==> config.mk <==
export PLATFORM = sky130hd
export DESIGN_NAME = carry_ca_prng
export DESIGN_NICKNAME = d
export VERILOG_FILES = /design/src/rtl/cprng_pkg.sv /design/src/rtl/cprng_ctrl.sv /design/src/rtl/cprng_cells.sv /design/src/rtl/carry_ca_prng.sv
export SDC_FILE = /design/constraint.sdc
export NUM_CORES = 1
export LEC_CHECK = 0
export ABC_AREA = 1
export ABC_CLOCK_PERIOD_IN_PS = 6700
export BUFFER_PORTS_ARGS = -buffer_cell sky130_fd_sc_hd__buf_4
export CAP_MARGIN = 20
export CORE_ASPECT_RATIO = 0.6
export CORE_UTILIZATION = 40
export DETAILED_ROUTE_END_ITERATION = 7
export SYNTH_ARGS = -nofsm -noshare
export SYNTH_HDL_FRONTEND = slang
export SYNTH_SLANG_ARGS = --single-unit
==> constraint.sdc <==
create_clock -name clk -period 6.7 [get_ports clk]
set_clock_uncertainty 0.2 [all_clocks]
set_input_delay 1.005 -clock clk [delete_from_list [all_inputs] [get_ports clk]]
set_output_delay 1.005 -clock clk [all_outputs]
set_load 0.05 [all_outputs]
==> src/rtl/cprng_pkg.sv <==
package cprng_pkg;

  typedef enum logic [1:0] {
    BND_ZERO     = 2'd0,
    BND_FEEDBACK = 2'd1,
    BND_TOGGLE   = 2'd2
  } bnd_mode_e;

  // Strobes from control to the cell array.
  typedef struct packed {
    logic clear;
    logic step;
    logic cin;
  } ctrl_t;

endpackage

==> src/rtl/cprng_ctrl.sv <==
module cprng_ctrl
  import cprng_pkg::*;
#(
  parameter bnd_mode_e BOUNDARY = BND_TOGGLE
) (
  input  logic  clk,
  input  logic  rst,
  input  logic  en,
  input  logic  seedBit,
  input  logic  carryOut,
  output ctrl_t ctrl
);

  logic fbQ;
  logic togQ;
  logic boundBit;

  always_ff @(posedge clk) begin
    if (rst) begin
      fbQ  <= 1'b0;
      togQ <= 1'b0;
    end else if (en) begin
      fbQ  <= carryOut;
      togQ <= ~togQ;
    end
  end

  always_comb begin
    case (BOUNDARY)
      BND_FEEDBACK: boundBit = fbQ;
      BND_TOGGLE:   boundBit = togQ;
      default:      boundBit = 1'b0;
    endcase
    ctrl.clear = rst;
    ctrl.step  = en & ~rst;
    ctrl.cin   = seedBit ^ boundBit;
  end

  // toggle flop inverts on each step
  assert_toggle_R6: assert property (@(posedge clk) disable iff (rst)
    en |=> (togQ != $past(togQ)));

  // feedback flop captures the last carry out on each step
  assert_feedback_R7: assert property (@(posedge clk) disable iff (rst)
    en |=> (fbQ == $past(carryOut)));

endmodule

==> src/rtl/cprng_cells.sv <==
module cprng_cells
  import cprng_pkg::*;
#(
  parameter int         CELLS  = 32,
  parameter logic [7:0] RULE_A = 8'd150,
  parameter logic [7:0] RULE_B = 8'd105,
  parameter int         MOFF   = -4,
  parameter int         NOFF   = 0
) (
  input  logic             clk,
  input  ctrl_t            ctrl,
  output logic             carryOut,
  output logic [CELLS-1:0] stateQ,
  output logic [CELLS-1:0] mixBits,
  output logic [CELLS-1:0] metaQ
);

  function automatic logic [CELLS-1:0] mkInit(input int period);
    logic [CELLS-1:0] v;
    for (int i = 0; i < CELLS; i++) v[i] = ((i % period) == 0);
    return v;
  endfunction

  localparam logic [CELLS-1:0] STATE_INIT = mkInit(2);
  localparam logic [CELLS-1:0] META_INIT  = mkInit(3);

  logic [CELLS-1:0] nextState;
  logic [CELLS-1:0] nextMeta;

  for (genvar i = 0; i < CELLS; i++) begin : g_cell
    localparam int UP  = (i + 1) % CELLS;
    localparam int DN  = (i + CELLS - 1) % CELLS;
    localparam int TPM = ((i + MOFF) % CELLS + CELLS) % CELLS;
    localparam int TPN = ((i + NOFF) % CELLS + CELLS) % CELLS;
    logic [2:0] nbhd;
    assign nbhd         = {stateQ[UP], stateQ[i], stateQ[DN]};
    assign nextState[i] = metaQ[i] ? RULE_B[nbhd] : RULE_A[nbhd];
    assign mixBits[i]   = stateQ[TPM] ^ stateQ[TPN];
  end

  // Ripple carry through the ring, cell 0 first.
  always_comb begin
    logic c;
    c = ctrl.cin;
    for (int i = 0; i < CELLS; i++) begin
      nextMeta[i] = c ^ mixBits[i];
      c = mixBits[i] ? c : nextState[i];
    end
    carryOut = c;
  end

  always_ff @(posedge clk) begin
    if (ctrl.clear) begin
      stateQ <= STATE_INIT;
      metaQ  <= META_INIT;
    end else if (ctrl.step) begin
      stateQ <= nextState;
      metaQ  <= nextMeta;
    end
  end

  // no step, no change
  assert_hold_R9: assert property (@(posedge clk) disable iff (ctrl.clear)
    !ctrl.step |=> ($stable(stateQ) && $stable(metaQ)));

  // fixed pattern visible right after reset
  assert_reset_R1: assert property (@(posedge clk) disable iff (ctrl.clear)
    $fell(ctrl.clear) |-> (stateQ == STATE_INIT && metaQ == META_INIT));

endmodule

==> src/rtl/carry_ca_prng.sv <==
module carry_ca_prng
  import cprng_pkg::*;
#(
  parameter int         CELLS    = 32,
  parameter logic [7:0] RULE_A   = 8'd150,
  parameter logic [7:0] RULE_B   = 8'd105,
  parameter int         MOFF     = -4,
  parameter int         NOFF     = 0,
  parameter bnd_mode_e  BOUNDARY = BND_TOGGLE
) (
  input  logic               clk,
  input  logic               rst,
  input  logic               en,
  input  logic               seedBit,
  output logic [3*CELLS-1:0] rndOut
);

  ctrl_t            ctrl;
  logic             carryOut;
  logic [CELLS-1:0] stateQ;
  logic [CELLS-1:0] mixBits;
  logic [CELLS-1:0] metaQ;

  cprng_ctrl #(.BOUNDARY(BOUNDARY)) u_ctrl (
    .clk      (clk),
    .rst      (rst),
    .en       (en),
    .seedBit  (seedBit),
    .carryOut (carryOut),
    .ctrl     (ctrl)
  );

  cprng_cells #(
    .CELLS  (CELLS),
    .RULE_A (RULE_A),
    .RULE_B (RULE_B),
    .MOFF   (MOFF),
    .NOFF   (NOFF)
  ) u_cells (
    .clk      (clk),
    .ctrl     (ctrl),
    .carryOut (carryOut),
    .stateQ   (stateQ),
    .mixBits  (mixBits),
    .metaQ    (metaQ)
  );

  assign rndOut[CELLS-1:0]       = stateQ;
  assign rndOut[2*CELLS-1:CELLS] = mixBits;

  // Interleave meta bits from both ends of the ring.
  for (genvar j = 0; j < CELLS; j++) begin : g_omix
    localparam int SRC = (j % 2 == 0) ? (j / 2) : (CELLS - 1 - j / 2);
    assign rndOut[2*CELLS+j] = metaQ[SRC];
  end

endmodule

* After elaboration in Yosys (flattened, before gate mapping) *
Memory sizes are Yosys's and may differ from the RTL's. A register that Yosys moved wholly into a read port is not among the register bits.
Cells that the tools add are included.
W data, S select, Z words.

storage, ports and cells
  flip-flop bits (word level) = 65
  ROM bits = 512
  memories = 64

memories
  memory            depth  bits a word  read ports  clocked after memory_dff  write ports  line               text
  (name not given)  8      1            1           1                         0            cprng_cells.sv:37  assign nextState[i] = metaQ[i] ? RULE_B[nbhd] : RULE_A[nbhd];
  (name not given)  8      1            1           1                         0            cprng_cells.sv:37
  (name not given)  8      1            1           1                         0            cprng_cells.sv:37
  (name not given)  8      1            1           1                         0            cprng_cells.sv:37
  (name not given)  8      1            1           1                         0            cprng_cells.sv:37
  (name not given)  8      1            1           1                         0            cprng_cells.sv:37
  +58 memories      --     --           --          --                        --           --

operators by class
  $lt $le $gt $ge = 32
  mux-type cells = 255
  bitwise logic cells = 68

operators by type and width
  operator              count
  $mux W3               128
  $lt A3 B4 Y1 const B  32
  $mux W1               127
  $xor A1 B1 Y1         65
  $not A1 Y1            2
  $and A1 B1 Y1         1

* Longest topological paths before layout *
Gate-level depths: netlist of the first run.

  depth after elaboration = 35
  mapped depth = 40
  gate-level depth less buffers = 40

* By module *
From an unflattened synthesis of the first run, not the netlist that was laid out.

second synthesis, totals
  cells, all modules = 793
  area total of the unflattened synthesis = 6248.5 um^2

by module, submodules not included
  module       times used  cells an instance  area an instance (um^2)  seq. area each (um^2)
  cprng_cells  1           783                6184.7                   2562.5
  cprng_ctrl   1           10                 63.8                     20.0

* Worst setup path after synthesis of the first run *
No wires, ideal clock.

  path type = flip-flop to flip-flop
  from = register u_cells.stateQ[29]
  to = register u_cells.metaQ[31]
  library setup time = 109 ps
  arrival = 4391 ps
  required time = 6391 ps
  setup slack = 2000 ps
  cell stages (with the launch flop) = 37
  buffers on the path = 0
  period minus slack after synthesis = 4700 ps
  cell sequence = dfxtp_1 -> xor2_2 -> nand3_1 -> nand3_2 -> nand3_2 -> nand3_2 -> nand3_2 -> nand3_2 -> nand3_2 -> nand3_2 -> nand3_2 -> nand3_2 -> nand3_2 -> nand3_2 -> nand3_2 -> nand3_2 -> nand3_2 -> nand3_2 -> nand3_2 -> nand3_2 -> nand3_2 -> nand3_2 -> nand3_2 -> nand3_2 -> nand3_2 -> nand3_2 -> nand3_2 -> nand3_2 -> nand3_2 -> nand2_2 -> nand2_2 -> nand3_2 -> nand3_1 -> nand3_1 -> nand3_1 -> nand2_1 -> inv_1

between the ends
  cells in the longest elaborated chain, start to end = 32
  elaborated cells between the ends (all ways) = 33
  those cells by class = mux: 30; bitwise: 3

ends and longest elaborated chain
  element                 line                 text
  from (decl)             cprng_cells.sv:13    output logic [CELLS-1:0] stateQ,
  from (signal assigned)  cprng_cells.sv:57    stateQ <= nextState;
  $xor A1 B1 Y1           cprng_cells.sv:38    assign mixBits[i] = stateQ[TPM] ^ stateQ[TPN];
  via rndOut[33]          carry_ca_prng.sv:15  output logic [3*CELLS-1:0] rndOut
  $mux W1 (30 in series)  cprng_cells.sv:47    c = mixBits[i] ? c : nextState[i];
  $xor A1 B1 Y1           cprng_cells.sv:46    nextMeta[i] = c ^ mixBits[i];
  to (signal assigned)    cprng_cells.sv:58    metaQ <= nextMeta;
  to (decl)               cprng_cells.sv:15    output logic [CELLS-1:0] metaQ

The timed path passes the listed nets, and every way through them passes these cells.
A chain may end at the register's enable or synchronous reset.

* Worst setup path after layout of the first run *
  from = input port seedBit
  to = register u_cells.metaQ[31]

between the ends
  cells in the longest elaborated chain, start to end = 33

ends and longest elaborated chain
  element                 line                 text
  from (decl)             carry_ca_prng.sv:14  input logic seedBit,
  $xor A1 B1 Y1           cprng_ctrl.sv:36     ctrl.cin = seedBit ^ boundBit;
  $mux W1 (31 in series)  cprng_cells.sv:47
  $xor A1 B1 Y1           cprng_cells.sv:46

No other way between the ends.

==> flow_metrics.tcl, run 1 <==
set metrics [dict create \
    power.internal_mw 1.87 \
    globalplace.congestion 0.854 \
    cts_buffer_depth 2 \
    row_count 33 \
    clkTransAtPathRegs_ns 0.05 \
    groute.usage.overall_pct 21.0 \
    start_kind "input port" \
    worstSetupPathType "input port to register" \
    viasPerCell 4.70 \
    peakVddDrop_uv 205 \
    cp-end-kind "register" \
    drive_above_1_share_pct 23.3 \
    reg2reg_slack_ns 2.36 \
    tightest_slew_ns 0.760 \
    cts_resized 0 \
    max_cap_violations 0 \
    drv_slew 0 \
    crit_arrival_ns 4.56 \
    grt_max_degree 39 \
    postRouteAntennaNets 0 \
    num_vias 4752 \
    setup_violations 0 \
    start_util_pct 42.1 \
    hold_class "register to register" \
    path_max_fanout 3 \
    wl_mm 15.0 \
    synth-seq-cells 129 \
    cts_tree "built" \
    max-slew-margin-rel_pct 49.3 \
    clkSinkCount 129 \
    gr-usage-met1_pct 30.8 \
    die_x_microns 159 \
    netlist_instances 711 \
    antenna_found_initial 0 \
    top_usage_layer "met1" \
    cpMostUsedCell "nand3_2" \
    finalNetCount 813 \
    p_comb_share_pct 38.4 \
    grt_pass1_wl_mm 23.7 \
    rsz0062_at_grt "false" \
    outcome "finished clean" \
    grt_pass1_vias 4528 \
    grt.met2_usage_pct 29.8 \
    ff2ff_path_depth 39 \
    crit_path_top_delay_cell "nand3_1" \
    diodes 0 \
    seq_power_share_pct 34.2 \
    firstDrtPassIters 5 \
    dpl.hpwl_mm 10.6 \
    ctsHoldBuffers 0 \
    p_leak_nw 3.82 \
    period_share_pct 66.4 \
    numPortBuffers 99 \
    cts_max_level 4 \
    cts_setup_buffers 0 \
    synth.top_cell.area_share_pct 43.8 \
    areaGrowthSynthToFinish_pct 24.2 \
    finalHoldViolations 0 \
    post-place-ws_ns 1.86 \
    switching_share_pct 39.7 \
    cts_buffers 17 \
    met3_usage_pct 4.77 \
    whs_path_depth 2 \
    die_h_microns 96 \
    power.switching_mw 1.23 \
    root_buffer "clkbuf_16" \
    pwr-share-clk_pct 27.4 \
    synthTopCellsByArea "dfxtp_1 44%, nand2_1 9.4%, xor2_1 8.3%" \
    final.setup.tns_ns 0 \
    yosysWarnings 0 \
    clock.fmax_mhz 225 \
    ys_seq_area_share_pct 43.8 \
    synth_top_area_cell "dfxtp_1" \
    postSynthAreaPerCell_sq_um 8.29 \
    ioPinCount 100 \
    synth.distinct_cells 35 \
    wl_per_cell_microns 14.9 \
    worstPathRequired_ns 6.81 \
    clk_latency_ns 0.41 \
    grt_overflow 0 \
    drt_iter0_markers 235 \
    synthesis.area_sq_um 5890 \
    die_area_sq_um 15200 \
    syn_nets 715 \
    coreArea_sq_um 14000 \
    power_density_nw_per_um2 423 \
    worst_slack_ns 2.25 \
    critical-path-max-stage-delay_ns 0.13 \
    drc_errors 0 \
    period_needed_ns 4.45 \
]
==> synthesized netlist by cell type <==
| cell | count |
|---|---|
| inv_1 | 103 |
| buf_2 | 1 |
| buf_1 | 3 |
| a211o_1 | 1 |
| dfxtp_1 | 129 |
| bufinv_8 | 8 |
| o21ai_2 | 1 |
| or2_1 | 3 |
| o211ai_1 | 8 |
| nand2_4 | 1 |
| xnor2_1 | 32 |
| clkbuf_4 | 1 |
| mux2_2 | 3 |
| a21oi_1 | 26 |
| mux2i_1 | 12 |
| xor2_4 | 1 |
| o21ai_1 | 31 |
| o221ai_1 | 2 |
| nand3_2 | 27 |
| o21ai_0 | 18 |
| clkbuf_1 | 13 |
| clkinv_1 | 1 |
| nor2_4 | 1 |
| xnor2_2 | 1 |
| xor2_1 | 56 |
| nand3_1 | 9 |
| nand2_1 | 147 |
| xor2_2 | 1 |
| nand2_2 | 5 |
| inv_2 | 13 |
| a31oi_1 | 12 |
| nor2_1 | 37 |
| mux2i_2 | 1 |
| clkbuf_8 | 2 |
| or2_2 | 1 |
==> placed cells by master (no fill, tap or decap), types with 2 or more instances in the layout <==
cell type,Yosys,routed
buf_4,0,99
nor2_1,37,37
mux2i_1,12,12
o21ai_0,18,18
or2_1,3,3
a31oi_1,12,12
nand3_2,27,27
clkbuf_16,0,17
clkbuf_8,2,6
o221ai_1,2,2
mux2_2,3,3
inv_1,103,103
a21oi_1,26,26
dfxtp_1,129,129
nand2_2,5,5
clkbuf_1,13,2
o211ai_1,8,8
nand3_1,9,9
inv_2,13,13
clkinv_2,0,4
nand2_1,147,147
bufinv_8,8,8
xnor2_1,32,32
o21ai_1,31,31
xor2_1,56,56
==> path summary, 6_finish.rpt <==
kind                                   startpoint                end
worst max-delay path                      seedBit  u_cells.metaQ[31]
worst min-delay path              u_ctrl.boundBit    u_ctrl.boundBit
worst max register to register  u_cells.stateQ[0]  u_cells.metaQ[31]
worst min register to register    u_ctrl.boundBit    u_ctrl.boundBit
==> routing by layer <==
| metal | vias to the layer above | part of all wire (%) |
|---|---|---|
| met1 | 2165 | 53 |
| met4 | 0 | 1.5 |
| met5 | - | 0 |
| li1 | 2405 | - |
| met2 | 159 | 39 |
| met3 | 23 | 6.4 |
==> worst max-delay path: cells and delay by family <==
family / cells / cell delay, ns
simple gates: 38 / 3.34
buf+inv: 3 / 0.19
==> power groups by stage <==
stage	logic [mW]	clock network (mW)	registers [mW]
final	1.19	0.849	1.06
after global routing	1.29	0.894	1.08
after CTS	1.19	0.859	1.06
after detailed placement	1.18	0	1.07
after global placement	1.16	0	1.07
after floorplan	0.743	0	1.21
==> kinds of logic after synthesis <==
| group | Yosys count | share of synthesized area (%) |
|---|---|---|
| multiplexers | 16 | 2.85 |
| AND/OR/NAND/NOR | 231 | 18.4 |
| flip-flops | 129 | 43.8 |
| buffers and inverters | 145 | 11.5 |
| AO/OA/AOI/OAI | 99 | 9.26 |
| XOR/XNOR | 91 | 14.1 |
==> per-stage QoR <==
| stage | hold WS [ns] | utilization (%) | instance area, sq um | power (mW) | cells |
|---|---|---|---|---|---|
| global route | 0.325 | 52.3 | 7320 | 3.27 | 1012 |
| global placement | 0.283 | 48.4 | 6770 | 2.23 | 982 |
| floorplan | 0.259 | - | 5890 | 1.95 | 711 |
| detailed placement | 0.288 | 48.4 | 6770 | 2.25 | 982 |
| CTS | 0.294 | 52.3 | 7320 | 3.11 | 1012 |
| finish | 0.291 | 52.3 | 7320 | 3.10 | 1012 |
==> layout make-up <==
type,count,area [sq um]
Multi-Input combinational cell,437,2630
Sequential cell,129,2580
Fill cell,1337,6680
Timing Repair Buffer,99,743
Inverter,125,579
Clock buffer,25,515
Clock inverter,5,27.5
Tap cell,192,240
Note: power is estimated with default switching activity, not from simulation.
==> inputs of run 2 (changes only) <==
--- a/config.mk
+++ b/config.mk
@@ -5,8 +5,8 @@
 export SDC_FILE = /design/constraint.sdc
 export NUM_CORES = 1
 export LEC_CHECK = 0
-export ABC_AREA = 1
-export ABC_CLOCK_PERIOD_IN_PS = 6700
+export ABC_AREA = 0
+export ABC_CLOCK_PERIOD_IN_PS = 4040
 export BUFFER_PORTS_ARGS = -buffer_cell sky130_fd_sc_hd__buf_4
 export CAP_MARGIN = 20
 export CORE_ASPECT_RATIO = 0.6
==> constraint.sdc (replaced) <==
create_clock -name clk -period 4.04 [get_ports clk]
set_clock_uncertainty 0.2 [all_clocks]
set_input_delay 0.606 -clock clk [delete_from_list [all_inputs] [get_ports clk]]
set_output_delay 0.606 -clock clk [all_outputs]
set_load 0.05 [all_outputs]
==> run 2 against run 1 <==
Against the previous run: design area is 0.41% higher; synthesized area is 1.8% lower; wire length is 4.6% lower; worst hold slack better by 0.017 ns; die area is 1.8% lower; critical path type is now register to register; highest routed layer unchanged.
==> flow_metrics.tcl, run 2 <==
set metrics [dict create \
    die_x_microns 157 \
    die_area_sq_um 15000 \
    synthesis.area_sq_um 5790 \
    ioPinCount 100 \
    wl_per_cell_microns 15.9 \
    yosys-top-cells-count "129 x dfxtp_1, 75 x xnor2_1, 62 x inv_1" \
    placed_area_sq_um 6720 \
    ys_seq_area_share_pct 44.6 \
    grt_max_degree 66 \
    clkTransAtPathRegs_ns 0.06 \
    netlist_instances 602 \
    grt_pass1_wl_mm 22.6 \
    power_density_nw_per_um2 1000 \
    groute.usage.overall_pct 20.1 \
    drc_errors 0 \
    crit_path_top_delay_cell "dfxtp_1" \
    crit_buf_inv 0 \
    areaGrowthSynthToFinish_pct 27.0 \
    cp-end-kind "register" \
    numPortBuffers 99 \
    worstPathRequired_ns 4.13 \
    finalHoldViolations 0 \
    layout_commonest_cell "dfxtp_1" \
    synth.distinct_cells 51 \
    crit_arrival_ns 3.25 \
    antenna_found_initial 0 \
    synth_top_area_cell "dfxtp_1" \
    firstDrtPassIters 6 \
    worstPathCellList "xor2_1, mux2i_4, nand4b_1, o31ai_4, o21ai_4, a21oi_4, o21bai_1, and3_1, a211o_1" \
    syn_nets 606 \
    cts_buffer_depth 2 \
    grt_overflow 0 \
    cts_resized 0 \
    finalNetCount 707 \
    max_cap_violations 0 \
    synth-seq-cells 129 \
    coreArea_sq_um 13900 \
    period_needed_ns 3.16 \
    critical-path-max-stage-delay_ns 0.47 \
    start_util_pct 41.7 \
    peakVddDrop_uv 401 \
    hold_class "register to register" \
    p_leak_nw 3.17 \
    ctsHoldBuffers 0 \
    row_count 33 \
    final.setup.tns_ns 0 \
    yosys.cell_count.top_type "dfxtp_1" \
    clock.fmax_mhz 317 \
    clk_latency_ns 0.41 \
    drt_iter0_markers 329 \
    grt_pass1_vias 4155 \
    fillCellCount 1318 \
    finalCoreUtilization_pct 53.0 \
    diodes 0 \
    globalplace.congestion 0.830 \
    outcome "finished clean" \
    async_flop_share_pct 0 \
    clkSinkCount 129 \
    start_kind "register" \
    postSynthAreaPerCell_sq_um 9.61 \
    setup_violations 0 \
    final_cell_mix "129 x dfxtp_1, 102 x buf_4, 75 x xnor2_1, 62 x inv_1, 59 x nor2_1" \
    whs_ns 0.309 \
    drive_above_1_share_pct 23.3 \
    period_share_pct 78.2 \
    wl_mm 14.4 \
    fin_cells 905 \
    synth.top_cell.area_share_pct 44.6 \
    path_max_fanout 5 \
    cts_buffers 17 \
    max-slew-margin-rel_pct 45.9 \
    yosysWarnings 0 \
    yosys_most_used_dff "dfxtp_1" \
    worstSetupPathType "register to register" \
    worst_slack_ns 0.880 \
    num_vias 4454 \
    drv_slew 0 \
    synth_edf_count 0 \
    cts_max_level 4 \
    dpl.cell_count 876 \
    rsz0062_at_grt "false" \
    fin_area_sq_um 7350 \
    postRouteAntennaNets 0 \
    fin_total_pwr_mw 7.38 \
    tightest_slew_ns 0.806 \
    die_h_microns 95.2 \
    cp_top_family "compound AO/OA/AOI/OAI gates" \
    viasPerCell 4.92 \
    cts_setup_buffers 0 \
    post-place-ws_ns 0.878 \
    synthTopCellsByArea "dfxtp_1 45%, xnor2_1 11%, mux2i_1 5.2%" \
    dpl.hpwl_mm 10.6 \
    root_buffer "clkbuf_16" \
    cts_tree "built" \
]
run 2: changes by cell type after synthesis, moves of 9 or more:
cell      previous run  this run
inv_1              103        62
mux2i_1             12        30
inv_2               13         0
a211oi_1             0        39
mux2_2               3        16
nand2_1            147        18
o21ai_0             18         9
nor2_1              37        59
nor2b_1              0        21
xnor2_1             32        75
xor2_1              56        29
a21oi_1             26        14
nand3_2             27         0
o21ai_1             31         3
run 2: cells by family (layout without fill, tap and decap cells):
| group | after synthesis | count (layout) | synth area share (%) |
|---|---|---|---|
| AOI/OAI and AO/OA | 100 | 100 | 13.0 |
| xor gates and xnor gates | 109 | 109 | 17.1 |
| buffers and inverters | 82 | 193 | 5.32 |
| DFF | 129 | 129 | 44.6 |
| muxes | 47 | 47 | 8.69 |
| and+or+nand+nor | 135 | 135 | 11.2 |
run 2: worst reg2reg max path: cells and delay by family (launching register included):
family / cells / cell delay (ns)
compound gates: 5 / 1.17
flops: 1 / 0.47
xor+xnor: 1 / 0.46
simple gates: 2 / 0.38
mux: 1 / 0.36
run 2: final cells by class:
cell class / count / area, sq um / share of cell area (%)
clock buffers: 25 / 536 / 7.29
well taps: 192 / 240 / 3.27
flip-flops and latches: 129 / 2580 / 35.1
multi-input cells: 391 / 2900 / 39.4
inverters: 62 / 233 / 3.17
repair buffers: 102 / 766 / 10.4
clock inverters: 4 / 95.1 / 1.29
run 2: worst paths after layout:
| path | slack (ns) | cells after the start | endpoint | startpoint |
|---|---|---|---|---|
| worst min-delay path | 0.31 | 2 | u_cells.metaQ[10] | u_cells.metaQ[10] |
| worst min register to register | 0.31 | 2 | u_cells.metaQ[10] | u_cells.metaQ[10] |
| worst max-delay path | 0.88 | 9 | u_cells.metaQ[29] | u_cells.stateQ[11] |
| worst max register to register | 0.88 | 9 | u_cells.metaQ[29] | u_cells.stateQ[11] |
run 2: routing by layer:
layer	GRT usage, %	up-vias	wire length, microns	share of wire (%)
met3	5.23	14	1020	7.1
met2	26.4	150	5440	38
li1	-	2208	-	-
met1	31.5	2082	7770	54
met5	0	-	0	0
met4	4.94	0	123	0.86
run 2: power breakdown:
part	internal [mW]	total [mW]	switching, mW
sequential	1.79	2.11	0.325
combinational	1.30	3.64	2.34
clock	1.09	1.63	0.534
total	4.18	7.38	3.20
==> inputs of run 3 (changes only) <==
--- a/config.mk
+++ b/config.mk
@@ -6,7 +6,7 @@
 export NUM_CORES = 1
 export LEC_CHECK = 0
 export ABC_AREA = 0
-export ABC_CLOCK_PERIOD_IN_PS = 4040
+export ABC_CLOCK_PERIOD_IN_PS = 3300
 export BUFFER_PORTS_ARGS = -buffer_cell sky130_fd_sc_hd__buf_4
 export CAP_MARGIN = 20
 export CORE_ASPECT_RATIO = 0.6
==> constraint.sdc (replaced) <==
create_clock -name clk -period 3.3 [get_ports clk]
set_clock_uncertainty 0.2 [all_clocks]
set_input_delay 0.495 -clock clk [delete_from_list [all_inputs] [get_ports clk]]
set_output_delay 0.495 -clock clk [all_outputs]
set_load 0.05 [all_outputs]
==> run 3 against run 2 <==
Against the previous run: first-iteration DRC count is 32% lower; die area stayed put; critical path depth is 1 higher; global-route usage is 0.79 points higher; clock power is 20% higher; design area is 2.3% higher; largest cell class unchanged.
==> flow_metrics.tcl, run 3 (synthesis gave the netlist of run 2 again) <==
set metrics [dict create \
    cp-end-kind "register" \
    diodes 0 \
    fin_total_pwr_mw 9.12 \
    drive_above_1_share_pct 25.8 \
    clkTransAtPathRegs_ns 0.06 \
    num_vias 4474 \
    viasPerCell 4.90 \
    final_cell_mix "128 x dfxtp_1, 106 x buf_4, 75 x xnor2_1, 62 x inv_1, 59 x nor2_1" \
    outcome "finished clean" \
    start_util_pct 41.7 \
    numPortBuffers 99 \
    peakVddDrop_uv 529 \
    cts_max_level 4 \
    root_buffer "clkbuf_16" \
    fillCellCount 1282 \
    finalNetCount 712 \
    wl_mm 14.8 \
    grt_overflow 0 \
    groute.usage.overall_pct 20.9 \
    layout_commonest_cell "dfxtp_1" \
    dpl.hpwl_mm 10.8 \
    drt_iter0_markers 224 \
    regArea_sq_um 2580 \
    grt_pass1_vias 4394 \
    period_needed_ns 3.01 \
    worstPathCellList "xor2_4, mux2i_1, a41o_1, nor3_2, o31ai_4, o21ai_4, a21oi_4, o21bai_1, and3_1, a211o_1" \
    period_share_pct 91.3 \
    path_max_fanout 5 \
    multi_input_area_sq_um 3030 \
    critical-path-max-stage-delay_ns 0.51 \
    worstSetupPathType "register to register" \
    ioPinCount 100 \
    rsz0062_at_grt "false" \
    clock.fmax_mhz 332 \
    die_area_sq_um 15000 \
    tightest_slew_ns 0.790 \
    finalHoldViolations 0 \
    max_cap_violations 0 \
    ctsHoldBuffers 0 \
    drv_slew 0 \
    whs_ns 0.310 \
    max-slew-margin-rel_pct 47.3 \
    grt_pass1_wl_mm 23.4 \
    crit_path_top_delay_cell "dfxtp_1" \
    wl_met3_microns 895 \
    setup_violations 0 \
    globalplace.congestion 0.829 \
    cts_tree "built" \
    met1_length_mm 7.83 \
    areaGrowthSynthToFinish_pct 29.9 \
    start_kind "register" \
    postRouteAntennaNets 0 \
    crit_arrival_ns 3.11 \
    final.setup.tns_ns 0 \
    cts_buffer_depth 2 \
    grt_max_degree 66 \
    cp_top_family "compound AO/OA/AOI/OAI gates" \
    crit_buf_inv 0 \
    cts_setup_buffers 0 \
    die_x_microns 157 \
    worstPathRequired_ns 3.40 \
    hold_class "register to register" \
    die_h_microns 95.2 \
    wl_per_cell_microns 16.2 \
    wl_met2_mm 5.91 \
    clk_latency_ns 0.42 \
    clkSinkCount 129 \
    p_leak_nw 3.21 \
    firstDrtPassIters 4 \
    row_count 33 \
    cts_resized 0 \
    antenna_found_initial 0 \
    power_density_nw_per_um2 1210 \
    top_layer_used "met4" \
    cts_buffers 17 \
    drc_errors 0 \
    coreArea_sq_um 13900 \
]
## run 3: cell count changes in the layout (fill, tap and decap cells not counted), moves of 3 or more
cell	before	now
buf_4	102	106
clkbuf_8	8	2
clkinv_4	0	3
clkinvlp_4	0	3
xor2_1	29	17
xor2_2	4	12
xor2_4	0	4
## run 3: area by class of cell
class,count,area share (%)
clock buffer,20,6.08
clock inverter,12,2.10
inverter,62,3.10
multi-input combinational,391,40.3
sequential,129,34.4
tap,192,3.20
timing repair buffer,107,10.9
## run 3: final timing paths
check,start,endpoint,slack [ns],depth (start not counted)
worst min register to register,u_cells.metaQ[20],u_cells.metaQ[20],0.31,2
worst min-delay path,u_cells.metaQ[20],u_cells.metaQ[20],0.31,2
worst max-delay path,u_cells.stateQ[28],u_cells.metaQ[29],0.29,10
worst max register to register,u_cells.stateQ[28],u_cells.metaQ[29],0.29,10
## run 3: worst min-delay path: stages (launching register included)
cell,delay [ns]
dfxtp_1,0.33
nor2_1,0.09
a211oi_1,0.05
## run 3: per-stage QoR
stage / cell area [sq um] / utilization, % / worst slack [ns] / std cells
final: 7520 / 54.2 / 0.287 / 913
after floorplan: 5920 / - / 0.0000606 / 602
after global placement: 6900 / 49.8 / 0.365 / 881
after detailed placement: 6900 / 49.8 / 0.286 / 881
after CTS: 7520 / 54.2 / 0.283 / 913
after global routing: 7520 / 54.2 / 0.106 / 913
## run 3: metal layers
metal | GRT usage, % | vias up
li1 | - | 2213
met1 | 31.1 | 2149
met2 | 28.9 | 98
met3 | 5.55 | 14
met4 | 6.31 | 0
met5 | 0 | -
## run 3: power by group
| part | internal, mW | total (mW) | switching, mW |
|---|---|---|---|
| Clock | 1.23 | 1.96 | 0.729 |
| Sequential | 2.19 | 2.59 | 0.405 |
| Combinational | 1.64 | 4.57 | 2.92 |
| Total | 5.06 | 9.12 | 4.06 |
